### config.mk
export PLATFORM = sky130hd
export DESIGN_NAME = wkbrk_ctrl
export DESIGN_NICKNAME = d
export VERILOG_FILES = /design/src/rtl/wkbrk_pkg.sv /design/src/rtl/wkbrk_sync.sv /design/src/rtl/wkbrk_edge.sv /design/src/rtl/wkbrk_fsm.sv /design/src/rtl/wkbrk_ctrl.sv
export SDC_FILE = /design/constraint.sdc
export NUM_CORES = 1
export LEC_CHECK = 0
export ABC_AREA = 1
export ABC_CLOCK_PERIOD_IN_PS = 1000
export BUFFER_PORTS_ARGS = -buffer_cell sky130_fd_sc_hd__buf_2
export CORE_AREA = 2 2 39 41
export CTS_BUF_LIST = sky130_fd_sc_hd__clkbuf_8
export CTS_CLUSTER_DIAMETER = 200
export DETAILED_ROUTE_END_ITERATION = 7
export DIE_AREA = 0 0 41 43
export MAX_ROUTING_LAYER = met4
export PLACE_DENSITY = 0.55
export SYNTH_ARGS = -nofsm -noshare
export SYNTH_HDL_FRONTEND = slang
export SYNTH_SLANG_ARGS = --single-unit
### constraint.sdc
create_clock -name clk -period 1 [get_ports clk]
set_input_delay 0.2 -clock clk [delete_from_list [all_inputs] [get_ports clk]]
set_output_delay 0.2 -clock clk [all_outputs]
set_load 0.05 [all_outputs]
### src/rtl/wkbrk_pkg.sv
package wkbrk_pkg;
  typedef enum logic [1:0] {
    WK_RUN   = 2'd0,
    WK_ARMED = 2'd1,
    WK_BREAK = 2'd2
  } wk_state_t;
endpackage

### src/rtl/wkbrk_sync.sv
module wkbrk_sync #(
  parameter int   STAGES    = 2,
  parameter logic RESET_VAL = 1'b1
) (
  input  logic clk,
  input  logic rst,
  input  logic d,
  output logic q
);
  logic [STAGES-1:0] chain;

  genvar i;
  generate
    for (i = 0; i < STAGES; i++) begin : g_stage
      always_ff @(posedge clk) begin
        if (rst) chain[i] <= RESET_VAL;
        else if (i == 0) chain[i] <= d;
        else chain[i] <= chain[(i == 0) ? 0 : i-1];
      end
    end
  endgenerate

  assign q = chain[STAGES-1];
endmodule

### src/rtl/wkbrk_edge.sv
module wkbrk_edge #(
  parameter logic RESET_VAL = 1'b1
) (
  input  logic clk,
  input  logic rst,
  input  logic lvl,
  output logic fall,
  output logic rise
);
  logic lvl_d;

  always_ff @(posedge clk) begin
    if (rst) lvl_d <= RESET_VAL;
    else     lvl_d <= lvl;
  end

  assign fall = lvl_d & ~lvl;
  assign rise = ~lvl_d & lvl;
endmodule

### src/rtl/wkbrk_fsm.sv
module wkbrk_fsm
  import wkbrk_pkg::*;
(
  input  logic clk,
  input  logic rst,
  input  logic fall,
  input  logic rise,
  input  logic arm_stb,
  input  logic rd_stb,
  input  logic rx_idle,
  output logic wake_en,
  output logic wake_flag,
  output logic rx_suspend,
  output logic dummy_load
);
  wk_state_t state;

  always_ff @(posedge clk) begin
    if (rst) begin
      state      <= WK_RUN;
      wake_flag  <= 1'b0;
      dummy_load <= 1'b0;
    end else begin
      dummy_load <= 1'b0;
      case (state)
        WK_RUN:   if (arm_stb && rx_idle) state <= WK_ARMED;
        WK_ARMED: if (fall) begin
                    state      <= WK_BREAK;
                    dummy_load <= 1'b1;
                  end
        WK_BREAK: if (rise) state <= WK_RUN;
        default:  state <= WK_RUN;
      endcase
      if (state == WK_ARMED && fall) wake_flag <= 1'b1;
      else if (rd_stb)               wake_flag <= 1'b0;
    end
  end

  assign wake_en    = (state == WK_ARMED) || (state == WK_BREAK);
  assign rx_suspend = (state != WK_RUN);

  a_r2_arm_needs_idle: assert property (@(posedge clk) disable iff (rst)
    $rose(wake_en) |-> $past(arm_stb && rx_idle));
  a_r4_flag_from_event: assert property (@(posedge clk) disable iff (rst)
    $rose(wake_flag) |-> $past(fall && wake_en));
  a_r5_clear_on_rise: assert property (@(posedge clk) disable iff (rst)
    $fell(wake_en) |-> $past(rise));
  a_r7_read_clears: assert property (@(posedge clk) disable iff (rst)
    ($past(rd_stb) && !dummy_load) |-> !wake_flag);
  a_r8_single_load: assert property (@(posedge clk) disable iff (rst)
    dummy_load |=> !dummy_load);
endmodule

### src/rtl/wkbrk_ctrl.sv
module wkbrk_ctrl #(
  parameter int SYNC_STAGES = 2
) (
  input  logic clk,
  input  logic rst,
  input  logic rx_line,
  input  logic arm_stb,
  input  logic rd_stb,
  input  logic rx_idle,
  output logic wake_en,
  output logic wake_flag,
  output logic rx_suspend,
  output logic dummy_load,
  output logic wake_async
);
  logic rx_s, fall, rise;

  wkbrk_sync #(.STAGES(SYNC_STAGES), .RESET_VAL(1'b1)) u_sync (
    .clk(clk), .rst(rst), .d(rx_line), .q(rx_s));

  wkbrk_edge #(.RESET_VAL(1'b1)) u_edge (
    .clk(clk), .rst(rst), .lvl(rx_s), .fall(fall), .rise(rise));

  wkbrk_fsm u_fsm (
    .clk(clk), .rst(rst), .fall(fall), .rise(rise),
    .arm_stb(arm_stb), .rd_stb(rd_stb), .rx_idle(rx_idle),
    .wake_en(wake_en), .wake_flag(wake_flag),
    .rx_suspend(rx_suspend), .dummy_load(dummy_load));

  // clock-free request for sleep
  assign wake_async = wake_en & ~rx_line;

  a_r9_async_follows_pin: assert property (@(posedge clk) disable iff (rst)
    (wake_en && !rx_line) |-> wake_async);
endmodule

==> results_dict.tcl <==
set metrics [dict create \
    status "finished, violations left" \
    violations "negative setup slack" \
    routed_via_density 3.963 \
    cts_tree "done" \
    dp_hpwl_um 550.3 \
    period_share 1.347 \
    dieArea_um2 1763 \
    finalWeightedCongestion 0.6892 \
    async_flop_share 0 \
    setup_viol 7 \
    reg2reg_from "u_fsm.state[0]$_SDFFE_PP0P_" \
    period_minus_slack_ps 1347 \
    finClkSkew_ps 5.677 \
    clk-insertion-delay-late_ps 230 \
    fin_ws_ps -346.9 \
    ys_seq_elements 7 \
    path_class "flip-flop to output pin" \
    clock_tree.buffer_depth 2 \
    synth-edff-count 0 \
    clkTransAtPathRegs_ps 40 \
    drt-pass1-iter-count 2 \
    gr-max-usage-layer "met2" \
    nFillCells 138 \
    ys_warn_count 0 \
    syn_inst 45 \
    rsz0062_at_grt "yes" \
    placed_area_um2 499.2 \
    drive_above_1_share 0.6061 \
    grt_util_met3 0.04712 \
    htreeDepth 1 \
    ios 11 \
    min-delay-start "rst" \
    path_max_fanout 2 \
    synth_area_um2 380.4 \
    synth.most_common_cell "nand2_1" \
    crit_chain "inv_8, ha_4, inv_2, nor2_4, buf_6" \
    worstMarginPinSlew_ps 245.2 \
    diodes 0 \
    drc 0 \
    slowest_delay_ps 370 \
    area_delta_synth_final_pct 70.07 \
    crit_family "flip-flops" \
    startpoint_type "flip-flop" \
    drv_cap 0 \
    whs_ps 192.2 \
    grt_pass1_vias 312 \
    hold_class "primary input to flip-flop" \
    max_clock_freq_ghz 0.7425 \
    ys_dominant_reg_cell "dfxtp_1" \
    synth_top_area_cell "dfxtp_1" \
    use_met2 0.1656 \
    grt_usage 0.1214 \
    place.port_buffers 10 \
    yosysSeqAreaShare 0.3684 \
    cts_buffers 3 \
    clock_sinks 7 \
    finalSetupTns_ps -1430 \
    worst-r2r-setup-slack_ps -240 \
    synthDominantCellAreaShare 0.3684 \
    grt_start_max_net_pins 6 \
    num_vias 325 \
    core_um2 1384 \
    drt-initial-drc-count 3 \
    synth_common_cells "nand2_1 (9), dfxtp_1 (7), inv_1 (6)" \
    dieWidth_um 41 \
    nets 78 \
    final_area_um2 646.9 \
    critPathBufInv 3 \
    hold_viol 0 \
    critPathLaunch "u_fsm.state[0]$_SDFFE_PP0P_" \
    worst_setup_path_end_kind "output pin" \
    slew_headroom 0.8377 \
    grt_overflow 0 \
    die_y_um 43 \
    syn_nets 56 \
    worstPathRequired_ps 800 \
    initial_core_util 0.2749 \
    antenna_found_initial 0 \
    postSynthAreaPerCell_um2 8.453 \
    slew_viol_final 0 \
    num_rows 14 \
    slowest_stage "dfxtp_4" \
    cts_root_buffer "clkbuf_8" \
    holdBufCountCts 0 \
    yosysUniqueCellTypes 14 \
    wl_per_cell_um 8.878 \
    ant_nets 0 \
    synthTopCellsByArea "dfxtp_1 (37%), ha_1 (16%), bufinv_8 (9.2%)" \
    cp.arrival_ps 1150 \
    met1_usage 0.1318 \
    grt_pass1_wl_mm 1.304 \
    wirelength_um 728 \
]
routing by layer:
| layer | vias to the layer above | wire, um |
|---|---|---|
| met3 | 2 | 23 |
| met1 | 143 | 310 |
| met4 | 0 | 14 |
| li1 | 176 | - |
| met2 | 4 | 379 |
| met5 | - | 0 |
cell usage in the layout (no fill, tap or decap), types with 3 or more instances in the layout:
cell      n
nand2_1   9
buf_4     7
buf_2     6
inv_1     5
dfxtp_1   5
inv_2     4
ha_4      3
clkbuf_8  3
buf_6     3
registers in the layout, indices dropped and copies added (netlist names):
register          cells
u_fsm.state           2
u_edge.lvl_d          1
u_fsm.dummy_load      1
u_fsm.wake_flag       1
u_sync.chain          1
u_sync.q              1
worst register-to-register path, delay by kind of cell, from the launching register on:
family	cells	cell delay (ps)
flops	1	370
fa+ha+maj	1	160
simple gates	3	270
compound gates	1	60
buf+inv	4	300
stage by stage:
stage | utilization | instances | worst slack (ps)
after global placement | 0.3608 | 75 | -206.5
after detailed placement | 0.3608 | 75 | -215.1
after floorplan | - | 45 | -295.5
final | 0.4675 | 82 | -346.9
after CTS | 0.4367 | 80 | -357.5
after global routing | 0.4675 | 82 | -387.3
cell type report:
class	count	area, um^2	share of cell area
flip-flops and latches	7	147.6	0.2282
inverters	11	60.06	0.09284
well taps	16	20.02	0.03095
repair buffers	17	131.4	0.2031
clock inverters	1	3.754	0.005803
multi-input cells	27	242.7	0.3752
clock buffers	3	41.29	0.06383
cell families (layout without fill, tap and decap cells):
| kind of cell | count (synthesis) | in the layout | share of synthesized area |
|---|---|---|---|
| flip-flops | 7 | 7 | 0.3684 |
| adder cells (fa/ha/maj) | 5 | 5 | 0.1645 |
| AND/OR/NAND/NOR | 20 | 20 | 0.2500 |
| buffers and inverters | 11 | 32 | 0.1809 |
| AO/OA/AOI/OAI | 2 | 2 | 0.03618 |
timing repair:
item | CTS | global route
pin swaps | 6 | 2
buffers inserted | 1 | 2
endpoints found under the setup margin | 8 | 7
gates resized for setup | 11 | 9
worst paths after layout:
path | depth (start not counted) | end
max reg2reg | 9 | u_fsm.state[1]$_SDFFE_PP0P_
max | 5 | wake_async
min reg2reg | 1 | u_sync.q$_SDFF_PP1_
min | 2 | u_fsm.wake_flag$_SDFFE_PP0P_
Power is left out: the tool's default activity adds up to more than one toggle a clock period on the data nets, which glitch-free logic cannot reach.
